`config.mk`:
```
export PLATFORM = sky130hd
export DESIGN_NAME = cdb_access_unit
export DESIGN_NICKNAME = d
export VERILOG_FILES = /design/src/rtl/cdb_pkg.sv /design/src/rtl/cdb_region_decode.sv /design/src/rtl/cdb_port.sv /design/src/rtl/cdb_access_unit.sv
export SDC_FILE = /design/constraint.sdc
export NUM_CORES = 1
export LEC_CHECK = 0
export BUFFER_PORTS_ARGS = -buffer_cell sky130_fd_sc_hd__buf_2
export CAP_MARGIN = 20
export CORE_AREA = 5 5 83 85
export CTS_BUF_LIST = sky130_fd_sc_hd__clkbuf_8
export CTS_CLUSTER_SIZE = 12
export DETAILED_ROUTE_END_ITERATION = 16
export DIE_AREA = 0 0 88 90
export SYNTH_ARGS = -nofsm -noshare
export SYNTH_HDL_FRONTEND = slang
export SYNTH_SLANG_ARGS = --single-unit
```
`constraint.sdc`:
```
create_clock -name clk -period 2.2 [get_ports clk]
set_input_delay 0.11 -clock clk [delete_from_list [all_inputs] [get_ports clk]]
set_output_delay 0.11 -clock clk [all_outputs]
set_load 0.005 [all_outputs]
```
`src/rtl/cdb_pkg.sv`:
```
package cdb_pkg;

    localparam int unsigned NREG       = 4;
    localparam int unsigned IDX_OUTBOX = 0;
    localparam int unsigned IDX_INBOX  = 1;
    localparam int unsigned IDX_LOCAL  = 2;
    localparam int unsigned IDX_PERIPH = 3;

    // permitted-region masks, bit per region index
    localparam logic [NREG-1:0] RD_ALLOW = 4'b1111;
    localparam logic [NREG-1:0] WR_ALLOW = 4'b1101;

    typedef struct packed {
        logic rd_rvalid;
        logic rd_err;
        logic rd_wide;
        logic wr_err;
    } rsp_state_t;

endpackage

```
`src/rtl/cdb_region_decode.sv`:
```
module cdb_region_decode
    import cdb_pkg::*;
#(
    parameter int unsigned               AW    = 16,
    parameter logic [NREG*AW-1:0]        BASES = '0,
    parameter logic [NREG*(AW+1)-1:0]    SIZES = '0
) (
    input  logic [AW-1:0]   addr,
    output logic [NREG-1:0] hit
);

    logic [NREG-1:0] raw_hit;

    generate
        for (genvar g = 0; g < NREG; g++) begin : g_range
            localparam logic [AW:0] LO = {1'b0, BASES[g*AW +: AW]};
            localparam logic [AW:0] HI = LO + SIZES[g*(AW+1) +: (AW+1)];
            assign raw_hit[g] = ({1'b0, addr} >= LO) && ({1'b0, addr} < HI);
        end
    endgenerate

    // lowest index wins if parameters overlap, keeping the result one-hot
    always_comb begin
        hit = '0;
        for (int i = NREG - 1; i >= 0; i--) begin
            if (raw_hit[i]) begin
                hit    = '0;
                hit[i] = 1'b1;
            end
        end
    end

endmodule

```
`src/rtl/cdb_port.sv`:
```
module cdb_port
    import cdb_pkg::*;
#(
    parameter int unsigned            AW    = 16,
    parameter logic [NREG-1:0]        ALLOW = 4'b1111,
    parameter logic [NREG*AW-1:0]     BASES = '0,
    parameter logic [NREG*(AW+1)-1:0] SIZES = '0
) (
    input  logic            clk,
    input  logic            rst_n,
    input  logic            valid,
    input  logic [AW-1:0]   addr,
    input  logic            wide,
    input  logic [NREG-1:0] tgt_ready,
    output logic            ready,
    output logic            mem_valid,
    output logic [NREG-1:0] mem_sel,
    output logic [AW-1:0]   mem_addr,
    output logic            accept,
    output logic            fault
);

    logic [AW-1:0]   aligned;
    logic [NREG-1:0] hit;
    logic [NREG-1:0] permitted;
    logic            ok;

    always_comb begin
        aligned = addr;
        if (wide) begin
            aligned[0] = 1'b0;
        end
    end

    cdb_region_decode #(
        .AW    (AW),
        .BASES (BASES),
        .SIZES (SIZES)
    ) u_decode (
        .addr (aligned),
        .hit  (hit)
    );

    always_comb begin
        permitted = hit & ALLOW;
        ok        = |permitted;
        mem_addr  = aligned;
        mem_sel   = ok ? permitted : '0;
        mem_valid = valid && ok;
        ready     = ok ? |(permitted & tgt_ready) : 1'b1;
        accept    = valid && ready;
        fault     = valid && !ok;
    end


    sel_onehot_chk: assert property (@(posedge clk) disable iff (!rst_n)
        $onehot0(mem_sel));


    wide_even_chk: assert property (@(posedge clk) disable iff (!rst_n)
        (mem_valid && wide) |-> !mem_addr[0]);


    allow_mask_chk: assert property (@(posedge clk) disable iff (!rst_n)
        (mem_sel & ~ALLOW) == '0);


    stall_only_real_chk: assert property (@(posedge clk) disable iff (!rst_n)
        (valid && !ready) |-> (mem_valid && !fault));

endmodule

```
`src/rtl/cdb_access_unit.sv`:
```
module cdb_access_unit
    import cdb_pkg::*;
#(
    parameter int unsigned        ADDR_W      = 16,
    parameter int unsigned        DATA_W      = 32,
    parameter logic [ADDR_W-1:0]  OUTBOX_BASE = 16'h1480,
    parameter int unsigned        OUTBOX_SIZE = 128,
    parameter logic [ADDR_W-1:0]  INBOX_BASE  = 16'h1500,
    parameter int unsigned        INBOX_SIZE  = 128,
    parameter logic [ADDR_W-1:0]  LOCAL_BASE  = 16'h8000,
    parameter int unsigned        LOCAL_SIZE  = 8192,
    parameter logic [ADDR_W-1:0]  PERIPH_BASE = 16'h4000,
    parameter int unsigned        PERIPH_SIZE = 8192
) (
    input  logic              clk,
    input  logic              rst_n,
    input  logic              rd_valid,
    output logic              rd_ready,
    input  logic [ADDR_W-1:0] rd_addr,
    input  logic              rd_wide,
    output logic              rd_rvalid,
    output logic [DATA_W-1:0] rd_rdata,
    output logic              rd_err,
    input  logic              wr_valid,
    output logic              wr_ready,
    input  logic [ADDR_W-1:0] wr_addr,
    input  logic              wr_wide,
    input  logic [DATA_W-1:0] wr_data,
    output logic              wr_err,
    output logic              mem_rd_valid,
    output logic [3:0]        mem_rd_sel,
    output logic [ADDR_W-1:0] mem_rd_addr,
    output logic              mem_rd_wide,
    input  logic [3:0]        rd_tgt_ready,
    input  logic [DATA_W-1:0] mem_rd_data,
    output logic              mem_wr_valid,
    output logic [3:0]        mem_wr_sel,
    output logic [ADDR_W-1:0] mem_wr_addr,
    output logic              mem_wr_wide,
    output logic [DATA_W-1:0] mem_wr_data,
    input  logic [3:0]        wr_tgt_ready
);

    localparam int unsigned HALF_W = DATA_W / 2;
    localparam logic [NREG*ADDR_W-1:0] BASES =
        {PERIPH_BASE, LOCAL_BASE, INBOX_BASE, OUTBOX_BASE};
    localparam logic [NREG*(ADDR_W+1)-1:0] SIZES = {
        (ADDR_W+1)'(PERIPH_SIZE), (ADDR_W+1)'(LOCAL_SIZE),
        (ADDR_W+1)'(INBOX_SIZE),  (ADDR_W+1)'(OUTBOX_SIZE)};

    logic rd_accept, rd_fault, wr_accept, wr_fault;

    cdb_port #(
        .AW    (ADDR_W),
        .ALLOW (RD_ALLOW),
        .BASES (BASES),
        .SIZES (SIZES)
    ) u_rd_port (
        .clk       (clk),
        .rst_n     (rst_n),
        .valid     (rd_valid),
        .addr      (rd_addr),
        .wide      (rd_wide),
        .tgt_ready (rd_tgt_ready),
        .ready     (rd_ready),
        .mem_valid (mem_rd_valid),
        .mem_sel   (mem_rd_sel),
        .mem_addr  (mem_rd_addr),
        .accept    (rd_accept),
        .fault     (rd_fault)
    );

    cdb_port #(
        .AW    (ADDR_W),
        .ALLOW (WR_ALLOW),
        .BASES (BASES),
        .SIZES (SIZES)
    ) u_wr_port (
        .clk       (clk),
        .rst_n     (rst_n),
        .valid     (wr_valid),
        .addr      (wr_addr),
        .wide      (wr_wide),
        .tgt_ready (wr_tgt_ready),
        .ready     (wr_ready),
        .mem_valid (mem_wr_valid),
        .mem_sel   (mem_wr_sel),
        .mem_addr  (mem_wr_addr),
        .accept    (wr_accept),
        .fault     (wr_fault)
    );

    assign mem_rd_wide = rd_wide;
    assign mem_wr_wide = wr_wide;

    rsp_state_t state_d, state_q;

    always_comb begin
        state_d           = state_q;
        state_d.rd_rvalid = rd_accept;
        state_d.rd_err    = rd_accept && rd_fault;
        state_d.wr_err    = wr_accept && wr_fault;
        if (rd_accept) begin
            state_d.rd_wide = rd_wide;
        end
    end

    always_ff @(posedge clk) begin
        if (!rst_n) begin
            state_q <= '0;
        end else begin
            state_q <= state_d;
        end
    end

    always_comb begin
        rd_rvalid = state_q.rd_rvalid;
        rd_err    = state_q.rd_err;
        wr_err    = state_q.wr_err;
        rd_rdata  = '0;
        if (state_q.rd_rvalid && !state_q.rd_err) begin
            if (state_q.rd_wide) begin
                rd_rdata = mem_rd_data;
            end else begin
                rd_rdata[HALF_W-1:0] = mem_rd_data[HALF_W-1:0];
            end
        end
        mem_wr_data = wr_data;
        if (!wr_wide) begin
            mem_wr_data[DATA_W-1:HALF_W] = '0;
        end
    end


    rd_resp_next_chk: assert property (@(posedge clk) disable iff (!rst_n)
        (rd_valid && rd_ready) |=> rd_rvalid);


    rd_resp_only_chk: assert property (@(posedge clk) disable iff (!rst_n)
        rd_rvalid |-> $past(rd_valid && rd_ready));


    rd_err_zero_chk: assert property (@(posedge clk) disable iff (!rst_n)
        rd_err |-> (rd_rvalid && rd_rdata == '0));


    rd_narrow_fill_chk: assert property (@(posedge clk) disable iff (!rst_n)
        (rd_valid && rd_ready && !rd_wide) |=> (rd_rdata[DATA_W-1:HALF_W] == '0));


    wr_err_dropped_chk: assert property (@(posedge clk) disable iff (!rst_n)
        wr_err |-> $past(wr_valid && wr_ready && !mem_wr_valid));


    wr_indep_chk: assert property (@(posedge clk) disable iff (!rst_n)
        (wr_valid && !mem_wr_valid) |-> wr_ready);

endmodule

```
==> metrics list, run 1 <==
- Iteration-0 DRC count of the detailed router: 28
- Cells after synthesis: 147
- #FFs+latches synth: 4
- Global router's overall resource usage: 9.09%
- Final HPWL DP: 3590 um
- First-pass GRT wire length: 5930 um
* Final clock period utilization by the worst path: 76.7%
* Area growth from synthesis to final layout: 55.2%
* Antenna violations before repair: 0
- Run status: finished, final reports clean
- The max-slew violation count came to 0.
* Bufs on Longest Clock Path: 2
- In this run the post-CTS setup repair buffer count came out at 0.
* Synthesized cell area: 1050 um2
- Clk_skew: 0 ns
- Yosys mapped the design onto 26 distinct sky130hd cell types.
- STA classifies the critical path endpoint as an output port.
- RSZ-0062 raised after global routing: false
* Crit path DAT: 1.58 ns
* Filler-free cell count of the finished design: 338
- After routing, the total negative slack on setup checks comes to 0 ns.
* Vias per cell: 3.98
- Top-Level Pins: 223
* Final total power: 449 uW
- Die Outline Area: 7920 um2
* Reg clk slew, reported paths: 0.03 ns
- STA classifies the critical path startpoint as an input pin.
* Finished Cell Area: 1640 um2
- Iteration count of the initial detailed-routing pass: 4
- Among all flip-flop cells after synthesis, the most frequent one is dfxtp_1.
- Leakage power of the design: 0.00105 uW
- Vert. Die Dim: 90 um
* Pre-CTS setup slack: 0.471 ns
* Fraction of layout instances using a drive strength above 1: 66.3%
- Pin count of the biggest net entering global routing: 23
- FMAX: 593 MHz
- Overall overflow remaining after global route: 0
- After detailed routing, the average wire length per cell comes to 12.1 um.
- Once placement completed, the tool counted placed cells totaling 335.
- Summing over every cut layer, the via total after detailed routing is 1344.
- Once placement finished, the instance area stood at 1600 um2.
- Via count of the first global-routing pass: 1274
- Counting flops with a built-in enable in the synthesized netlist gives 0.
- Slack of the critical path: 0.513 ns
- P per Cell Area: 274 nW/um2
- Clock tree synthesis inserted a total of 3 buffers.
- Fraction of registers with async set or reset after synthesis: 0%
- Synth Area per Inst: 7.18 um2
* Total of cells resized after clock tree synthesis: 0
* Routability-driven placement congestion ratio: 0.738
- CTS tree: built
* Post-synthesis sequential area ratio: 7.59%
- The worst register-to-register path has a setup slack of 1.32 ns.
- Count of synthesis-stage warnings from yosys: 0
- Max rail drop VDD: 0.000198 V
- Placeable core region: 6130 um2
- Required time reported for the critical path endpoint: 2.09 ns
- After synthesis, the cell types taking the most area are buf_4, and2_1, and3_1.
* Critical path class: input pin to output port
- Detailed-route wire length: 4080 um
- Dominant cell by count in the synthesized netlist: buf_4
* Most frequent cells after synthesis: buf_4, and2_1, and3_1
- Final-layout fill cell count: 683
* Most area-hungry cell type in the Yosys netlist: buf_4
- For this design, the CTS-stage hold fixing added 0 buffers.
- The floorplan has 29 rows.
- Count of clock tree sinks: 4
- CTS built an H-tree with a depth of 1.
- Setup violations remaining at the end of the flow were counted as 0.
- Routed Antenna Nets: 0
- At the later pin of the worst-skew pair, clock insertion delay measures 0.21 ns.
* Shortest period the worst path allows: 1.69 ns
* Antenna diode instance count: 0
- The number of nets handed over by synthesis was 257.
- The total count of hold-check failures in the final report came to 0.
- For this run, the post-layout net count is 373.
- Number of remaining DRC errors: 0
- The root buffer cell chosen for the clock tree is clkbuf_8.
- Max-cap violations in this run came to 0.
- Initial Utilization: 17.2%
- Worst-path maximum fanout: 7
- Type of the most critical hold path: input pin to register
- The die is 88 um wide.
* Proportion of netlist area held by the largest area contributor: 34.9%
- IO Port Bufs: 164
## worst max-delay path: stages
cell and delay (ns):
buf_2 0.14, or4_4 0.55, or2_2 0.32, o22ai_1 0.26, nand2_1 0.07, buf_2 0.13
## cell usage in the layout (no fill, tap or decap), types with 2 or more instances in the layout
cell / n
a21oi_1: 2
and2_1: 32
and3_1: 17
buf_2: 164
clkbuf_8: 3
dfxtp_1: 4
nand2_1: 4
nand3b_1: 5
nor2_1: 2
nor2b_1: 3
nor3b_1: 7
xnor2_1: 2
## path summary, 6_finish.rpt
| path | cells after the start | to | start |
|---|---|---|---|
| setup / recovery | 6 | rd_ready | rd_addr[15] |
| hold / removal | 2 | wr_err | wr_valid |
| setup reg to reg | 2 | state_q[1] | state_q[1] |
| hold reg to reg | 2 | state_q[1] | state_q[1] |
## where the power goes
part | switching (uW) | internal (uW) | leakage (uW)
registers | 5.93 | 77.8 | 0.0000331
logic | 90.6 | 124 | 0.000998
clock network | 34.1 | 116 | 0.0000216
total | 131 | 318 | 0.00105
## area by class of cell
class | count | area [um2] | area share [%]
Tap cell | 77 | 96.3 | 5.89
Sequential cell | 4 | 80.1 | 4.89
Multi-Input combinational cell | 89 | 591 | 36.1
Timing Repair Buffer | 165 | 828 | 50.6
Clock buffer | 3 | 41.3 | 2.52
## metrics by stage
step,utilization (%),hold WS (ns)
floorplan,-,0.248
finish,26.7,0.130
global placement,26.0,0.220
CTS,26.7,0.129
detailed placement,26.0,0.220
global route,26.7,0.154
## cell families after synthesis
| logic type | synth area share [%] |
|---|---|
| muxes | 0.949 |
| buffers and inverters | 36.7 |
| and+or+nand+nor | 47.4 |
| AOI/OAI and AO/OA | 5.34 |
| other | 0.356 |
| xor gates and xnor gates | 1.66 |
| DFF | 7.59 |
## state kept, by name, indices dropped and copies added (netlist names)
signal     cells
wr_err         1
rd_rvalid      1
rd_err         1
state_q        1
## metal layers
layer	vias to the layer above	track usage, %	wire [um]
li1	668	-	-
met4	0	3.71	47
met2	96	16.5	2070
met5	-	0	0
met1	572	9.77	1470
met3	8	2.19	482
Power figures use the tool's default switching activity.
==> inputs of run 2 (changes only) <==
- ABC_AREA: unset -> 1
- PLACE_DENSITY: unset -> 0.67
- clock period: 2.2 -> 1.4 ns (I/O delays scaled with it)
==> metrics list, run 2 <==
* Bufs on Longest Clock Path: 2 (unchanged)
* Final HPWL DP: 4040 um (+12%)
- The number of nets in the layout came to 456 (+22%).
* #FFs+latches synth: 4 (unchanged)
* Critical path endpoint: rd_rdata[16]
- The count of yosys warnings during synthesis was 0 (unchanged).
- Most frequent cells after synthesis: inv_1, buf_4, nand2_1
- Number of remaining DRC errors: 0 (unchanged)
- Cell Int Power: 495 uW (+56%)
* Area growth from synthesis to final layout: 48.6%
- Of the available clock period, the critical path in the final layout requires 87.8%.
- Vias after detailed routing: 1630 (+21%)
* Routed Antenna Nets: 0 (unchanged)
- First-pass GRT wire length: 6560 um (+11%)
- The fraction of power consumed by combinational cells was 51.3% (+3.4 points).
- In this run the clock root is driven by a clkbuf_8.
- The average instance area after synthesis is 5.15 um2 (-28%).
- RSZ-0062 raised after global routing: false
- The starting density of the core came to 19.4% (+2.2 points).
- The die area came to 7920 um2 (unchanged).
- Slack of the worst reg-to-reg path: 0.82 ns (-0.50 ns)
- The share of total power consumed by net switching is 34.0% (+4.9 points).
* Total of cells resized after clock tree synthesis: 0 (unchanged)
- Critical path class: register to output port
- Timing would allow up to 814 MHz.
* Fraction of layout instances using a drive strength above 1: 51.7% (-15 points)
- Cells after synthesis: 231 (+57%)
* Synth cell types: 20 (-23%)
- Number of rows in the core area: 29 (unchanged)
* Overall overflow remaining after global route: 0 (unchanged)
- The total wire length after detailed routing was 4550 um (+12%).
- The cts-stage hold buffer count came to 0 (unchanged).
* Routability-driven placement congestion ratio: 0.793 (+7.6%)
- Iteration count of the initial detailed-routing pass: 4 (unchanged)
* Shortest period the worst path allows: 1.23 ns
* Pin count of the biggest net entering global routing: 33 (+43%)
* Number of max-slew violations in the final report: 0 (unchanged)
- Prevailing post-synth register cell: dfxtp_1
* Placeable core region: 6130 um2 (unchanged)
- The arrival time of the worst setup path is 1.16 ns (-0.42 ns).
* Number of levels in the clock H-tree: 1 (unchanged)
* Wire per inst: 10.8 um (-10%)
* Fraction of registers with async set or reset after synthesis: 0% (unchanged)
- Origin of the worst min-delay path: rst_n
- Antenna diode instance count: 0 (unchanged)
- TritonCTS built the clock tree.
- Type of the most critical hold path: input pin to register
* Post-synthesis sequential area ratio: 6.73% (-0.86 points)
- IO Port Bufs: 164 (unchanged)
* P per Cell Area: 425 nW/um2 (+55%)
* Run status: finished, final reports clean
- The initial antenna violation count was 1 (+1).
- Crit path capture type: output port
- Latest clock arrival within the worst-skew pair: 0.21 ns (about the same)
- Sw power: 255 uW (+95%)
* Leakage power of the design: 0.00134 uW (+27%)
- Post-Synthesis Net Count: 341 (+33%)
- The total count of hold-check failures in the final report is 0 (unchanged).
* FF-to-FF End: state_q[1]
- The number of I/O pins was 223 (unchanged).
- The portion of total power attributed to the clock network came to 31.9% (-1.6 points).
- The post-route worst setup slack came to 0.171 ns (-0.342 ns).
* Horizontal extent of the die: 88 um (unchanged)
* Top library cells by usage in the layout, fill and taps aside: buf_2, inv_1, nand2_1, nor2_1, nand3_1
- Sorting the synthesized cells by area gives the leading types as buf_4, inv_1, nand2_1.
- Vias per cell: 3.87 (-2.6%)
* Vert. Die Dim: 90 um (unchanged)
- The number of enable-type register cells in the synthesized netlist came to 0 (unchanged).
- Iteration-0 DRC count of the detailed router: 12 (-57%)
- Max rail drop VDD: 0.000369 V (+87%)
- The total of max-cap violations was 0 (unchanged).
- Worst reg2reg path startpoint: state_q[1]
- The share of Yosys cell area claimed by the top area cell type is 30.9% (-4.0 points).
- The clock-pin slew reported for the worst setup and hold paths after clock tree synthesis came to 0.03 ns (about the same).
- The required arrival time at the worst endpoint came to 1.33 ns (-0.76 ns).
* Synthesized cell area: 1190 um2 (+13%)
- The sequential power share came to 16.7% (-1.9 points).
- Tracing the worst setup path back leads to its startpoint at rd_rvalid.
* Setup Buffers After CTS: 0 (unchanged)
- The placement-stage worst setup slack was 0.283 ns (-0.189 ns).
* Dominant cell by count in the synthesized netlist: inv_1
- The via count of the first global-routing pass is 1492 (+17%).
* Most common cell after layout, fill and taps aside: buf_2
- The highest fanout seen on the critical path is 32 (+25).
* Final-report setup violation count: 0 (unchanged)
- R2r worst-path depth: 2 (unchanged)
- The number of buffers inserted during clock tree synthesis came to 3 (unchanged).
- The number of sinks on the clock net came to 4 (unchanged).
* Most area-hungry cell type in the Yosys netlist: buf_4
- Global router's overall resource usage: 10.0% (+0.94 points)
- Critical path startpoint category: register
* TNS Setup: 0 ns (unchanged)
* Clk_skew: 0 ns (unchanged)
-- run 2: cell families (layout without fill, tap and decap cells) --
kind of cell	after synthesis	count (layout)	synth area share [%]
buffers and inverters	113	226	51.2
flip-flops	4	4	6.73
other	1	1	0.315
AO/OA/AOI/OAI	2	2	1.05
AND/OR/NAND/NOR	111	111	40.7
-- run 2: per-stage QoR --
step / util, % / hold slack (ns) / power [uW] / instances / area [um2]
floorplan: - / 0.171 / 381 / 231 / 1190
global placement: 28.2 / 0.140 / 514 / 418 / 1730
detailed placement: 28.2 / 0.140 / 519 / 418 / 1730
CTS: 28.8 / 0.118 / 763 / 421 / 1770
global route: 28.8 / 0.124 / 822 / 421 / 1770
finish: 28.8 / 0.116 / 751 / 421 / 1770
-- run 2: power by group through the flow --
| stage | registers [uW] | logic [uW] | clock network, uW |
|---|---|---|---|
| 2_1_floorplan | 127 | 254 | 0 |
| 3_3_place_gp | 127 | 387 | 0 |
| 3_5_place_dp | 127 | 392 | 0 |
| 4_1_cts | 126 | 393 | 244 |
| 5_1_grt | 126 | 436 | 260 |
| 6_report | 126 | 385 | 240 |
-- run 2: final cells by class --
| class | instances | area, um2 |
|---|---|---|
| clock buffers | 3 | 41.3 |
| fillers | 721 | 4360 |
| inverters | 57 | 214 |
| multi-input cells | 114 | 500 |
| flip-flops and latches | 4 | 80.1 |
| well taps | 77 | 96.3 |
| repair buffers | 166 | 836 |
-- run 2: worst min path at each step --
stage,cells past startpoint,endpoint
after floorplan,1,mem_rd_addr[0]
after global placement,0,mem_rd_addr[1]
after detailed placement,0,mem_rd_addr[1]
after CTS,3,state_q[1]
after global routing,3,wr_err
final,3,state_q[1]
-- run 2: metal layers --
layer  up-vias  track usage (%)  routed length [um]
li1        836                -                   -
met1       675             9.23                1470
met2       109             20.4                2340
met3         8             3.29                 677
met4         2             2.17                  44
met5         -                0                  20
-- run 2: worst max-delay path, stage by stage (launching register included) --
cell	delay (ns)
dfxtp_1	0.32
inv_1	0.04
nor2_1	0.07
inv_1	0.04
buf_4	0.22
nor2_1	0.11
buf_2	0.14
==> inputs of run 3 (changes only) <==
- ABC_AREA: 1 -> unset
- CORE_AREA: 5 5 83 85 -> 5 5 84 86
- DIE_AREA: 0 0 88 90 -> 0 0 89 91
- PLACE_DENSITY: 0.67 -> unset
==> metrics list, run 3 (synthesis gave the netlist of run 1 again) <==
- Routed Antenna Nets: 0 (unchanged)
- Vias after detailed routing: 1332 (-18%)
- The number of DRC violations after detailed-routing iteration 0 was 22 (+10).
- The arrival time of the worst setup path was 1.38 ns (+0.22 ns).
- Hold Crit Depth: 2 (-1)
- Failing checks: negative setup slack
- Worst Hold End: wr_err
- Global router's overall resource usage: 9.43% (-0.60 points)
* Antenna diode instance count: 0 (unchanged)
* Number of remaining DRC errors: 0 (unchanged)
* Finished Cell Area: 1710 um2 (-3.4%)
- R2r worst-path depth: 2 (unchanged)
- Origin of the worst min-delay path: wr_valid
- The per-cell via count in the routed design is 3.87 (about the same).
- Critical path startpoint category: input pin
- The maximum buffer depth of the clock tree was 2 (unchanged).
- Sw Ratio: 29.2% (-4.8 points)
* Via count of the first global-routing pass: 1280 (-14%)
* Number of nets at the end of the flow: 379 (-17%)
- The routed wire length per instance is 12.7 um (+18%).
* Cell Int Power: 517 uW (+4.4%)
- Detailed-route wire length: 4380 um (-3.8%)
* Pin count of the biggest net entering global routing: 23 (-30%)
- Placeable core region: 6200 um2 (+1.2%)
- The required arrival time at the worst endpoint was 1.33 ns (about the same).
- Placed cell area: 1630 um2 (-5.9%)
* Latest clock arrival within the worst-skew pair: 0.21 ns (about the same)
* Shortest period the worst path allows: 1.45 ns (+0.222 ns)
- Crit path capture type: output port
- Slack of the worst reg-to-reg path: 0.54 ns (-0.28 ns)
* Iteration count of the initial detailed-routing pass: 4 (unchanged)
* RSZ-0062 raised after global routing: true
* Slack of the critical path: -0.0509 ns (-0.222 ns)
- The run finished, with violations left.
- The endpoint identified for the worst register-to-register timing path is state_q[1].
- Number of max-slew violations in the final report: 0 (unchanged)
* Fraction of the core area covered by cells at the end of the flow: 27.5% (-1.3 points)
- Worst reg2reg path startpoint: state_q[1]
* Final clock period utilization by the worst path: 104% (+16 points)
- TritonCTS built the clock tree.
* Portion of total power attributed to the clock network: 32.6% (+0.7 points)
- Area growth from synthesis to final layout: 61.9%
* First-pass GRT wire length: 6270 um (-4.4%)
- The initial antenna violation count was 0 (-1).
- The die outline width came to 89 um (+1.1%).
- The fraction of power consumed by combinational cells was 49.5% (-1.8 points).
- P per Cell Area: 428 nW/um2 (+0.69%)
- Final-report setup violation count: 1 (+1)
- The post-detailed-placement half-perimeter wirelength came to 3910 um (-3.3%).
- The number of sinks on the clock net was 4 (unchanged).
- In the layout the commonest cells are buf_2, and2_1, and3_1, buf_4, nor3b_1.
- Top-Level Pins: 223 (unchanged)
* Max rail drop VDD: 0.000211 V (-43%)
* Fraction of layout instances using a drive strength above 1: 67.8% (+16 points)
- Number of levels in the clock H-tree: 1 (unchanged)
* Multi-input gate area: 604 um2 (+21%)
- The power dissipated by switching net loads was 213 uW (-16%).
* Type of the most critical hold path: input pin to register
- Initial Utilization: 17.0% (-2.4 points)
* Reg clk slew, reported paths: 0.03 ns (about the same)
- The die area came to 8100 um2 (+2.3%).
- Number of rows in the core area: 29 (unchanged)
* Worst-path maximum fanout: 3 (-91%)
- Routability-driven placement congestion ratio: 0.815 (+2.8%)
* Share of power burned in registers: 17.9% (+1.2 points)
* Maximum capacitance violations: 0 (unchanged)
* Area of all sequential standard cells: 80.1 um2 (unchanged)
- CTS placed an instance of clkbuf_8 at the clock tree root.
- The number of buffers inserted during clock tree synthesis is 3 (unchanged).
- The layout filler cell count was 696 (-3.5%).
- The maximum operating frequency was 689 MHz (-15%).
* Overall overflow remaining after global route: 0 (unchanged)
- The post-route clock skew is 0 ns (unchanged).
- IO Port Bufs: 164 (unchanged)
- The total count of hold-check failures in the final report was 0 (unchanged).
- Hold Buf Count CTS: 0 (unchanged)
- The setup path with the least slack is of type input pin to output port.
- The die outline height was 91 um (+1.1%).
- Leakage power of the design: 0.00109 uW (-19%)
- Most common cell after layout, fill and taps aside: buf_2
==> run 3: cell count changes in the layout (fill, tap and decap cells not counted), sizes merged, moves of 4 or more <==
| cell | previous run | this run |
|---|---|---|
| inv | 57 | 0 |
| nand2 | 47 | 4 |
| nor2 | 45 | 2 |
| and2 | 0 | 32 |
| and3 | 0 | 17 |
| nand3 | 9 | 0 |
| nor3b | 0 | 7 |
| buf | 166 | 171 |
| nand3b | 0 | 5 |
| nand4 | 4 | 0 |
| nor2b | 0 | 4 |
==> run 3: per-layer routing <==
| metal | global-route usage [%] | up-vias | routed length [um] |
|---|---|---|---|
| met5 | 0 | - | 0 |
| met1 | 10.9 | 561 | 1520 |
| met4 | 2.98 | 0 | 46 |
| li1 | - | 681 | - |
| met3 | 2.71 | 8 | 545 |
| met2 | 16.5 | 82 | 2260 |
==> run 3: layout make-up <==
class	instances	area share [%]
Tap cell	77	5.64
Clock buffer	3	2.42
Timing Repair Buffer	171	51.9
Multi-Input combinational cell	89	35.4
Sequential cell	4	4.69
==> run 3: metrics by stage <==
| step | hold slack (ns) | worst slack [ns] | setup TNS [ns] | total power, uW | std cells |
|---|---|---|---|---|---|
| finish | 0.0951 | -0.0509 | -0.0509 | 730 | 344 |
| floorplan | 0.170 | 0.00694 | 0 | 350 | 147 |
| global route | 0.108 | -0.0883 | -0.173 | 788 | 344 |
| CTS | 0.0897 | -0.0469 | -0.116 | 744 | 343 |
| detailed placement | 0.140 | -0.174 | -0.630 | 486 | 339 |
| global placement | 0.140 | -0.161 | -0.550 | 482 | 339 |
==> run 3: repair_timing <==
item                                    in CTS  in global routing
gates resized for setup                      2                  3
pin swaps                                    1                  0
endpoints found under the setup margin       4                  4
buffers inserted                             1                  1
==> run 3: worst max path at each step <==
stage                     slack (ns)  cells after the start         from           end
final                          -0.05                      5  rd_addr[15]  mem_rd_valid
after global routing           -0.09                      6  rd_addr[15]      rd_ready
after CTS                      -0.05                      5  rd_addr[15]  mem_rd_valid
after detailed placement       -0.17                      5  rd_addr[15]    state_q[1]
after global placement         -0.16                      6  rd_addr[15]      rd_ready
after floorplan                0.007                      4  rd_addr[15]    state_q[1]
==> run 3: power groups by stage <==
stage | registers, uW | clock network, uW | logic (uW)
after floorplan | 128 | 0 | 221
after global placement | 134 | 0 | 348
after detailed placement | 133 | 0 | 353
after CTS | 132 | 250 | 362
after global routing | 133 | 253 | 402
final | 131 | 238 | 361
==> run 3: critical path: stages <==
cell and delay [ns]:
buf_6 0.09, or4_4 0.54, o32a_1 0.37, and2b_2 0.21, buf_2 0.10
